<file path="src/rtl/l2sr_pkg.sv">
package l2sr_pkg;
    typedef enum logic [1:0] {LS_I = 2'd0, LS_S = 2'd1, LS_M = 2'd2} line_st_t;
    typedef enum logic [1:0] {OP_NONE = 2'd0, OP_RD = 2'd1, OP_RDX = 2'd2, OP_UPG = 2'd3} snp_op_t;
    typedef enum logic [1:0] {K_NONE = 2'd0, K_RD = 2'd1, K_RDX = 2'd2, K_INV = 2'd3} l1_kind_t;
    typedef enum logic [2:0] {
        ST_IDLE, ST_WAIT, ST_IVN, ST_REPLY, ST_FLUSH, ST_INV
    } fsm_t;
endpackage

</file>
<file path="src/rtl/l2sr_state_array.sv">
module l2sr_state_array
    import l2sr_pkg::*;
#(
    parameter int IDX_W = 4
) (
    input  logic             clk,
    input  logic             rst_n,
    input  logic [IDX_W-1:0] rd_idx,
    output line_st_t         rd_st,
    input  logic             upd_en,
    input  logic [IDX_W-1:0] upd_idx,
    input  line_st_t         upd_st,
    input  logic             fill_en,
    input  logic [IDX_W-1:0] fill_idx,
    input  line_st_t         fill_st
);
    localparam int NLINES = 1 << IDX_W;

    line_st_t lines_q [NLINES];

    for (genvar g = 0; g < NLINES; g++) begin : g_line
        always_ff @(posedge clk or negedge rst_n) begin
            if (!rst_n) begin
                lines_q[g] <= LS_I;
            end else if (upd_en && upd_idx == IDX_W'(g)) begin
                lines_q[g] <= upd_st;
            end else if (fill_en && fill_idx == IDX_W'(g)) begin
                lines_q[g] <= fill_st;
            end
        end
    end

    assign rd_st = lines_q[rd_idx];
endmodule

</file>
<file path="src/rtl/l2sr_race_tracker.sv">
module l2sr_race_tracker #(
    parameter int IDX_W  = 4,
    parameter int DATA_W = 32
) (
    input  logic              clk,
    input  logic              rst_n,
    input  logic              window,
    input  logic [IDX_W-1:0]  pend_idx,
    input  logic              clr,
    input  logic              wb_valid,
    input  logic [IDX_W-1:0]  wb_idx,
    input  logic [DATA_W-1:0] wb_data,
    output logic              race,
    output logic [DATA_W-1:0] race_data
);
    logic              race_q;
    logic [DATA_W-1:0] wb_q;
    logic              hit_now;

    assign hit_now = window && wb_valid && (wb_idx == pend_idx);

    always_ff @(posedge clk or negedge rst_n) begin
        if (!rst_n) begin
            race_q <= 1'b0;
            wb_q   <= '0;
        end else begin
            if (clr) begin
                race_q <= 1'b0;
            end else if (hit_now) begin
                race_q <= 1'b1;
            end
            if (hit_now) begin
                wb_q <= wb_data;
            end
        end
    end

    assign race      = race_q || hit_now;
    assign race_data = hit_now ? wb_data : wb_q;
endmodule

</file>
<file path="src/rtl/l2_snoop_responder.sv">
module l2_snoop_responder
    import l2sr_pkg::*;
#(
    parameter int IDX_W  = 4,
    parameter int DATA_W = 32,
    parameter int LAT    = 2
) (
    input  logic              clk,
    input  logic              rst_n,
    input  logic              fill_valid,
    input  logic [IDX_W-1:0]  fill_idx,
    input  logic [1:0]        fill_state,
    input  logic              snp_valid,
    input  logic [1:0]        snp_op,
    input  logic [IDX_W-1:0]  snp_idx,
    output logic              snp_busy,
    output logic              rsp_valid,
    output logic              rsp_mod,
    output logic              l1_req_valid,
    output logic [1:0]        l1_req_kind,
    output logic [IDX_W-1:0]  l1_req_idx,
    input  logic              l1_req_ready,
    input  logic              l1_rsp_valid,
    input  logic [DATA_W-1:0] l1_rsp_data,
    input  logic              l1_wb_valid,
    input  logic [IDX_W-1:0]  l1_wb_idx,
    input  logic [DATA_W-1:0] l1_wb_data,
    output logic              bus_valid,
    output logic [DATA_W-1:0] bus_data,
    input  logic              bus_ready
);
    localparam int CNT_W = (LAT < 2) ? 1 : $clog2(LAT);

    fsm_t              state_q, state_d;
    snp_op_t           op_q;
    logic [IDX_W-1:0]  idx_q;
    line_st_t          st_q;
    logic [CNT_W-1:0]  cnt_q;
    logic [DATA_W-1:0] dat_q;

    line_st_t          rd_st;
    logic              accept;
    logic              lat_done;
    logic              upd_en;
    line_st_t          upd_st;
    logic              window;
    logic              reply_take;
    logic              race;
    logic [DATA_W-1:0] race_data;

    assign accept     = (state_q == ST_IDLE) && snp_valid && (snp_op != OP_NONE);
    assign lat_done   = (state_q == ST_WAIT) && (cnt_q == '0);
    assign reply_take = (state_q == ST_REPLY) && l1_rsp_valid;

    l2sr_state_array #(.IDX_W(IDX_W)) u_lines (
        .clk      (clk),
        .rst_n    (rst_n),
        .rd_idx   (snp_idx),
        .rd_st    (rd_st),
        .upd_en   (upd_en),
        .upd_idx  (idx_q),
        .upd_st   (upd_st),
        .fill_en  (fill_valid),
        .fill_idx (fill_idx),
        .fill_st  (line_st_t'(fill_state))
    );

    l2sr_race_tracker #(.IDX_W(IDX_W), .DATA_W(DATA_W)) u_race (
        .clk       (clk),
        .rst_n     (rst_n),
        .window    (window),
        .pend_idx  (idx_q),
        .clr       (reply_take),
        .wb_valid  (l1_wb_valid),
        .wb_idx    (l1_wb_idx),
        .wb_data   (l1_wb_data),
        .race      (race),
        .race_data (race_data)
    );

    // State register
    always_ff @(posedge clk or negedge rst_n) begin
        if (!rst_n) begin
            state_q <= ST_IDLE;
        end else begin
            state_q <= state_d;
        end
    end

    // Snoop context and returned line
    always_ff @(posedge clk or negedge rst_n) begin
        if (!rst_n) begin
            op_q  <= OP_NONE;
            idx_q <= '0;
            st_q  <= LS_I;
            cnt_q <= '0;
            dat_q <= '0;
        end else begin
            if (accept) begin
                op_q  <= snp_op_t'(snp_op);
                idx_q <= snp_idx;
                st_q  <= rd_st;
                cnt_q <= CNT_W'(LAT - 1);
            end else if (state_q == ST_WAIT && cnt_q != '0) begin
                cnt_q <= cnt_q - 1'b1;
            end
            if (reply_take) begin
                dat_q <= race ? race_data : l1_rsp_data;
            end
        end
    end

    // Next state
    always_comb begin
        state_d = state_q;
        unique case (state_q)
            ST_IDLE:  if (accept) state_d = ST_WAIT;
            ST_WAIT: begin
                if (lat_done) begin
                    if (st_q == LS_M) begin
                        state_d = ST_IVN;
                    end else if (st_q == LS_S && op_q != OP_RD) begin
                        state_d = ST_INV;
                    end else begin
                        state_d = ST_IDLE;
                    end
                end
            end
            ST_IVN:   if (l1_req_ready) state_d = ST_REPLY;
            ST_REPLY: begin
                if (l1_rsp_valid) begin
                    state_d = (op_q == OP_UPG) ? ST_IDLE : ST_FLUSH;
                end
            end
            ST_FLUSH: if (bus_ready) state_d = ST_IDLE;
            ST_INV:   if (l1_req_ready) state_d = ST_IDLE;
            default:  state_d = ST_IDLE;
        endcase
    end

    // Outputs
    always_comb begin
        snp_busy     = (state_q != ST_IDLE);
        rsp_valid    = lat_done;
        rsp_mod      = lat_done && (st_q == LS_M);
        l1_req_valid = (state_q == ST_IVN) || (state_q == ST_INV);
        l1_req_idx   = idx_q;
        if (state_q == ST_INV) begin
            l1_req_kind = K_INV;
        end else if (state_q == ST_IVN) begin
            l1_req_kind = (op_q == OP_RD) ? K_RD : K_RDX;
        end else begin
            l1_req_kind = K_NONE;
        end
        bus_valid = (state_q == ST_FLUSH);
        bus_data  = dat_q;
        window    = (state_q == ST_IVN) || (state_q == ST_REPLY);
        upd_en    = 1'b0;
        upd_st    = LS_I;
        if (lat_done && st_q == LS_S && op_q != OP_RD) begin
            upd_en = 1'b1;
            upd_st = LS_I;
        end else if (reply_take) begin
            upd_en = 1'b1;
            upd_st = (op_q == OP_RD) ? LS_S : LS_I;
        end
    end
endmodule

</file>
<file path="config.mk">
export PLATFORM = sky130hd
export DESIGN_NAME = l2_snoop_responder
export DESIGN_NICKNAME = d
export VERILOG_FILES = /design/src/rtl/l2sr_pkg.sv /design/src/rtl/l2sr_state_array.sv /design/src/rtl/l2sr_race_tracker.sv /design/src/rtl/l2_snoop_responder.sv
export SDC_FILE = /design/constraint.sdc
export NUM_CORES = 1
export LEC_CHECK = 0
export CELL_PAD_IN_SITES_DETAIL_PLACEMENT = 1
export CELL_PAD_IN_SITES_GLOBAL_PLACEMENT = 1
export CORE_MARGIN = 1
export CORE_UTILIZATION = 54
export CTS_CLUSTER_SIZE = 10
export DETAILED_ROUTE_END_ITERATION = 16
export DONT_BUFFER_PORTS = 1
export PLACE_DENSITY_LB_ADDON = 0.1
export SYNTH_ARGS = -nofsm -noshare
export SYNTH_HDL_FRONTEND = slang
export SYNTH_SLANG_ARGS = --single-unit
</file>
<file path="constraint.sdc">
create_clock -name clk -period 4.37 [get_ports clk]
set_input_delay 0.437 -clock clk [delete_from_list [all_inputs] [get_ports clk]]
set_output_delay 0.437 -clock clk [all_outputs]
set_load 0.02 [all_outputs]
</file>
==> results of run 1 <==
path summary, 6_finish.rpt:
check / from / to / slack (ps)
max in group asynchronous: rst_n / u_race.race_q / 3260
min: snp_op[1] / op_q[1] / 170
max reg2reg: l1_req_idx[3] / u_race.wb_q[9] / 1340
max: l1_req_idx[3] / u_race.wb_q[9] / 1340
min reg2reg: u_race.wb_q[22] / u_race.wb_q[22] / 500
min in group asynchronous: rst_n / u_lines.lines_q[18] / 700
flip-flops by register name, indices dropped and copies added, names as in the netlist:
name             cells
bus_data            32
cnt_q                1
l1_req_idx           4
op_q                 2
st_q                 2
state_q              3
u_lines.lines_q     32
u_race.race_q        1
u_race.wb_q         32
metrics by stage:
step | cell area, µm² | utilization, % | hold slack [ps]
floorplan | 6040 | - | 141
global placement | 6010 | 55.2 | 144
detailed placement | 6010 | 55.2 | 144
CTS | 6250 | 57.4 | 18.9
global route | 6260 | 57.5 | 148
finish | 6260 | 57.5 | 175
where the power goes:
part / internal (µW) / switching (µW) / total (µW)
logic: 511 / 558 / 1070
registers: 1400 / 532 / 1930
clock network: 296 / 349 / 646
synthesized netlist by cell type (7+ instances only):
library cell,instances
sky130_fd_sc_hd__nand2_1,63
sky130_fd_sc_hd__nor4_1,7
sky130_fd_sc_hd__nand4_1,34
sky130_fd_sc_hd__o311ai_2,29
sky130_fd_sc_hd__buf_6,7
sky130_fd_sc_hd__nand2b_1,10
sky130_fd_sc_hd__nor3_2,9
sky130_fd_sc_hd__buf_2,9
sky130_fd_sc_hd__a21oi_1,13
sky130_fd_sc_hd__dfrtp_1,109
sky130_fd_sc_hd__clkbuf_1,23
sky130_fd_sc_hd__mux2i_1,80
sky130_fd_sc_hd__mux2_1,30
sky130_fd_sc_hd__nor2_1,20
sky130_fd_sc_hd__o21ai_0,16
final cells by class:
class,instances,area (µm²),share of cell area [%]
flip-flops and latches,109,2730,43.6
repair buffers,5,60.1,0.959
clock inverters,5,58.8,0.939
well taps,140,175,2.80
multi-input cells,375,3080,49.2
clock buffers,11,151,2.42
inverters,2,7.51,0.120
worst register-to-register path: cells and delay by family, from the launching register on:
kind	cells	cell delay (ps)
xor gates and xnor gates	1	180
DFF	1	640
muxes	1	560
and+or+nand+nor	2	1540
cells by family (layout without fill, tap and decap cells):
family	count (synthesis)	in the layout	share of synthesized area, %
DFF	109	109	45.2
xor gates and xnor gates	4	4	0.580
AOI/OAI and AO/OA	71	71	12.2
and+or+nand+nor	180	180	16.6
buffers and inverters	46	23	4.04
muxes	120	120	21.5
per-layer routing:
metal | wire, µm | vias up | share of wire (%) | global-route usage (%)
li1 | - | 1910 | - | -
met1 | 6370 | 2119 | 42 | 34.0
met2 | 7390 | 123 | 49 | 45.5
met3 | 956 | 22 | 6.4 | 7.14
met4 | 304 | 0 | 2.0 | 11.4
met5 | 0 | - | 0 | 0
==> out/results.env, run 1 <==
CLOCK_LATENCY_PS=380
FP.COREAREA_MM2=0.0109
FILLERINSTANCES=1160
CRITICAL_PATH_CELL_COUNT=4
CTS_INSERTED_BUFFERS=9
CLKTRANSATPATHREGS_PS=100
TOTAL_POWER_uW=3640
VIASPERCELL=6.45
DETAILEDPLACEMENTHPWL_MM=10.4
YS_ASYNC_SR_FRACTION_PCT=100
CP_CELL_SEQUENCE='xor2_1, nor3_4, nand2_2, mux2_1'
DIEWIDTH_UM=108
ROUTE.DETAILED.DRC=0
GRT_UTIL_ALL_LAYERS_PCT=27.5
SYNTHESIS.AREA_MM2=0.00604
ANTENNA_FOUND_INITIAL=0
SYNTH.LIB_CELLS_USED.DISTINCT=48
DIE-HEIGHT_UM=108
STARTPOINT_TYPE='register'
ROUTE.DETAILED.WL_PER_INST_UM=23.2
PLACE_WS_PS=1370
FINAL_ANTENNA_NET_COUNT=0
SETUP.WORST_PATH.END_CLASS='register'
ANTENNADIODECOUNT=0
SYN-NUM-NETS=618
RELSLEWSLACK_PCT=34.0
GRT_REMAINING_OVERFLOW=0
MAX-CLOCK-PATH-BUFFERS=2
TIMING.CRITICAL_PATH.FANOUT_MAX=32
FIN_TNS_SETUP_PS=0
YS.WARNINGS.COUNT=0
POSTROUTEWIRELENGTH_MM=15.0
POWER_DENSITY_mW_PER_MM2=582
VIA_COUNT_OF_THE_FIRST_GLOBAL_ROUTING_PASS=4604
GRT_FIRST_PASS_WIRELENGTH_MM=24.3
DPL.CELL_COUNT=629
WORST_CLOCK_SKEW_PS=10.2
POSTSYNTH.TOPFLOPCELL='sky130_fd_sc_hd__dfrtp_1'
FINAL_COMMON_CELL='sky130_fd_sc_hd__dfrtp_1'
POST_SYNTH_MAIN_AREA_CONTRIBUTORS='sky130_fd_sc_hd__dfrtp_1, sky130_fd_sc_hd__mux2i_1, sky130_fd_sc_hd__o311ai_2'
NUMBER_OF_REGISTER_BITS_INFERRED_BY_SYNTHESIS=109
IR_WORST_VDD_V=0.000348
INITIAL_DRT_MARKERS=192
TIMING.HOLD.WORST_PATH_DEPTH=2
LAYOUT_SETUP_WS_PS=1340
STATUS='finished clean'
FMAXACHIEVABLE_GHz=0.330
GP_CONGESTION=0.795
ROWS=38
DIE-AREA_MM2=0.0116
FINAL-HOLD-VIOLATION-COUNT=0
CRITPATHTOPFAMILY='simple AND/OR/NAND/NOR gates'
TRITONCTS='done'
MAX_CAP_VIOL_COUNT=0
MIN-DELAY-PATH-CLASS='in -> reg'
YS_SEQ_AREA_SHARE_PCT=45.2
ROOT_BUFFER='sky130_fd_sc_hd__clkbuf_8'
FINALSETUPVIOLCOUNT=0
WORST_PATH_MAX_DELAY_CELL='sky130_fd_sc_hd__nor3_4'
HOLDBUFCOUNTCTS=1
SYN2LAYOUT_AREA_GROWTH_PCT=3.69
CP.BUFFERS_INVERTERS=0
CTS.HTREE.LEVELS=3
WORSTSETUPPATHTYPE='reg -> reg'
TIMING.CRITICAL_PATH.REQUIRED_PS=4630
TOP_LIBRARY_CELLS_BY_USAGE_IN_THE_LAYOUT_FILL_AND_TAPS_ASIDE='sky130_fd_sc_hd__dfrtp_1, sky130_fd_sc_hd__mux2i_1, sky130_fd_sc_hd__nand2_1, sky130_fd_sc_hd__nand4_1, sky130_fd_sc_hd__mux2_1'
SYNTH_TOP_AREA_SHARE_PCT=45.2
MAX_SLEW.WORST_PIN.SLEW_PS=990
GRT_MAX_DEGREE=110
NETLIST.TOP_CELL.BY_AREA='sky130_fd_sc_hd__dfrtp_1'
BOUNDARYPINS=131
POST-ROUTE-PERIOD-UTIL_PCT=69.3
EDFF_COUNT_SYNTH=0
POST_CTS_RESIZED=0
MAXIMUM_CELL_STAGE_DELAY_ALONG_THE_CRITICAL_PATH_PS=790
DRIVE_ABOVE_1_SHARE_PCT=15.2
AVG_INST_SIZE_SYNTH_UM2=11.4
SYNTHCELLS=530
INITIAL_CORE_UTIL_PCT=55.5
CELLLEAKAGEPOWER_uW=0.00259
REPORT.FINAL.SLEW_VIOL_COUNT=0
VIAS=4174
WORSTREGTOREGCELLS=4
LAYOUT.NETS=590
CTS_SETUP_BUFFERS=0
CTS.SINKS=109
FINALCRITICALPERIOD_PS=3030
LAYOUTNONFILLERINSTCOUNT=647
WORST_EP_ARRIVAL_PS=3290
PLACEMENT.IO_BUFFERS=0
GRT_SETUP_UNREPAIRED='no'
DRT_PRE_ANTENNA_ITERS=4
Note: power is estimated with default switching activity, not from simulation.
==> run 2, diff against run 1 <==
CORE_UTILIZATION = 45   (was 54)
clock period = 2.5 ns   (was 4.37 ns; I/O delays follow)
==> run 2 against run 1 <==
  * The run now ends with hold timing left
  * Final cell count rose by 6.2%
  * Final area rose by 3.5%
  * Global-route usage fell by 3.8 points
  * Sequential power rose by 69%
  * Setup slack got worse by 1000 ps
  * Utilization fell by 7.0 points
  * Count of clock-buffer cells in the layout fell by 1
  * Clock skew fell by 3.2 ps
  * Non-clock buffer count rose by 9
  * Routed wire length rose by 4.5%
==> out/results.env, run 2 (same netlist as run 1, synthesis figures left out) <==
DRT_PRE_ANTENNA_ITERS=4  # unchanged
POST-ROUTE-PERIOD-UTIL_PCT=86.6  # +17 points
REG2REG_SLACK_PS=330  # -1010 ps
WORST_EP_ARRIVAL_PS=2420  # -870 ps
ANTENNADIODECOUNT=0  # unchanged
PLACEMENT.IO_BUFFERS=0  # unchanged
CRITPATHTOPFAMILY='simple AND/OR/NAND/NOR gates'
STATUS='finished with violations'
VIA_COUNT_OF_THE_FIRST_GLOBAL_ROUTING_PASS=4760  # +3.4%
DETAILEDPLACEMENTHPWL_MM=10.9  # +4.6%
FINAL-HOLD-VIOLATION-COUNT=109  # +109
STARTPOINT_TYPE='register'
FINALCRITICALPERIOD_PS=2170  # -864 ps
FINAL_ANTENNA_NET_COUNT=0  # unchanged
FINALSETUPVIOLCOUNT=0  # unchanged
FAILED_CHECKS='hold timing'
CP.BUFFERS_INVERTERS=0  # unchanged
WORST_HOLD_SLACK_PS=-418  # -593 ps
ROOT_BUFFER='sky130_fd_sc_hd__clkbuf_16'
GP_CONGESTION=0.788  # -0.89%
GRT_REMAINING_OVERFLOW=0  # unchanged
TIMING.CRITICAL_PATH.REQUIRED_PS=2750  # -1880 ps
POST_CTS_RESIZED=0  # unchanged
POSTROUTEWIRELENGTH_MM=15.7  # +4.5%
INITIAL_CORE_UTIL_PCT=47.1  # -8.4 points
FP.COREAREA_MM2=0.0128  # +18%
TOTAL_POWER_uW=6930  # +90%
MIN-DELAY-PATH-CLASS='in -> async'
POSTLAYOUTCELLAREA_MM2=0.00648  # +3.5%
INITIAL_DRT_MARKERS=210  # +9.4%
MAX-CLOCK-PATH-BUFFERS=2  # unchanged
ANTENNA_FOUND_INITIAL=0  # unchanged
CTS_SETUP_BUFFERS=0  # unchanged
RELSLEWSLACK_PCT=29.9  # -4.1 points
DRIVE_ABOVE_1_SHARE_PCT=16.5  # +1.3 points
DPL.CELL_COUNT=672  # +6.8%
MAX_SLEW.WORST_PIN.SLEW_PS=1050  # +61.6 ps
CTS_INSERTED_BUFFERS=9  # unchanged
CLOCK_LATENCY_PS=360  # -20 ps
DIE-HEIGHT_UM=118  # +9.4%
TIMING.CRITICAL_PATH.FANOUT_MAX=17  # -47%
FINAL_COMMON_CELL='sky130_fd_sc_hd__dfrtp_1'
WORST_PATH_MAX_DELAY_CELL='sky130_fd_sc_hd__dfrtp_1'
VIASPERCELL=6.24  # -3.3%
TRITONCTS='done'
MAX_CAP_VIOL_COUNT=0  # unchanged
CELLLEAKAGEPOWER_uW=0.00269  # +4.0%
GRT_UTIL_ALL_LAYERS_PCT=23.7  # -3.8 points
SETUP.WORST_PATH.END_CLASS='register'
FIN_TNS_SETUP_PS=0  # unchanged
LAYOUTNONFILLERINSTCOUNT=687  # +6.2%
GRT_SETUP_UNREPAIRED='no'
SYN2LAYOUT_AREA_GROWTH_PCT=7.27
DIEWIDTH_UM=118  # +9.4%
CTS.HTREE.LEVELS=3  # unchanged
ROUTE.DETAILED.WL_PER_INST_UM=22.9  # -1.6%
WORST_CLOCK_SKEW_PS=6.98  # -3.22 ps
WORSTSETUPPATHTYPE='reg -> reg'
BOUNDARYPINS=131  # unchanged
ROWS=41  # +7.9%
IR_WORST_VDD_V=0.000584  # +68%
CTS.SINKS=109  # unchanged
FMAXACHIEVABLE_GHz=0.462  # +40%
AREA_AFTER_DETAILED_PLACEMENT_MM2=0.00615  # +2.2%
DIE-AREA_MM2=0.0139  # +20%
TOP_LIBRARY_CELLS_BY_USAGE_IN_THE_LAYOUT_FILL_AND_TAPS_ASIDE='sky130_fd_sc_hd__dfrtp_1, sky130_fd_sc_hd__mux2i_1, sky130_fd_sc_hd__nand2_1, sky130_fd_sc_hd__nand4_1, sky130_fd_sc_hd__mux2_1'
CLKTRANSATPATHREGS_PS=70  # -30 ps
CP_CELL_SEQUENCE='nor4b_4, a31oi_4, nor4_1, mux2i_1'
ROUTE.DETAILED.DRC=0  # unchanged
VIAS=4286  # +2.7%
REPORT.FINAL.SLEW_VIOL_COUNT=0  # unchanged
MAXIMUM_CELL_STAGE_DELAY_ALONG_THE_CRITICAL_PATH_PS=570  # -220 ps
GRT_MAX_DEGREE=110  # unchanged
LAYOUT.NETS=599  # +1.5%
POWER_DENSITY_mW_PER_MM2=1070  # +84%
GRT_FIRST_PASS_WIRELENGTH_MM=25.8  # +6.3%
## run 2: path summary, 6_finish.rpt
kind / startpoint / end / depth (start not counted)
min in group clk: l1_wb_data[25] / u_race.wb_q[25] / 1
max in group asynchronous: rst_n / u_race.race_q / 0
min: rst_n / bus_data[11] / 0
max reg2reg: state_q[2] / u_lines.lines_q[28] / 4
max: state_q[2] / u_lines.lines_q[28] / 4
min reg2reg: u_race.wb_q[6] / u_race.wb_q[6] / 1
## run 2: stage by stage
| step | util (%) | setup slack (ps) | hold slack (ps) |
|---|---|---|---|
| after floorplan | - | 713 | -45.6 |
| after global placement | 47.9 | 420 | -43.1 |
| after detailed placement | 47.9 | 351 | -43.4 |
| after CTS | 50.5 | 346 | -427 |
| after global routing | 50.5 | 157 | -430 |
| final | 50.5 | 334 | -418 |
## run 2: final cells by class
cell class	count	area [µm²]
fill	1359	6350
multi-input combinational	375	3080
sequential	109	2730
clock buffer	10	229
tap	172	215
timing repair buffer	14	118
clock inverter	5	100
inverter	2	7.51
## run 2: layer usage
metal / track usage [%] / up-vias / part of all wire [%]
li1: - / 1936 / -
met1: 29.9 / 2210 / 44
met2: 39.3 / 120 / 49
met3: 5.04 / 20 / 5.6
met4: 9.70 / 0 / 1.9
met5: 0 / - / 0
## run 2: report_power, final
group | internal (µW) | leakage (µW) | switching, µW | total, µW
registers | 2450 | 0.00142 | 818 | 3270
clock network | 972 | 0.000162 | 657 | 1630
logic | 950 | 0.00111 | 1080 | 2030
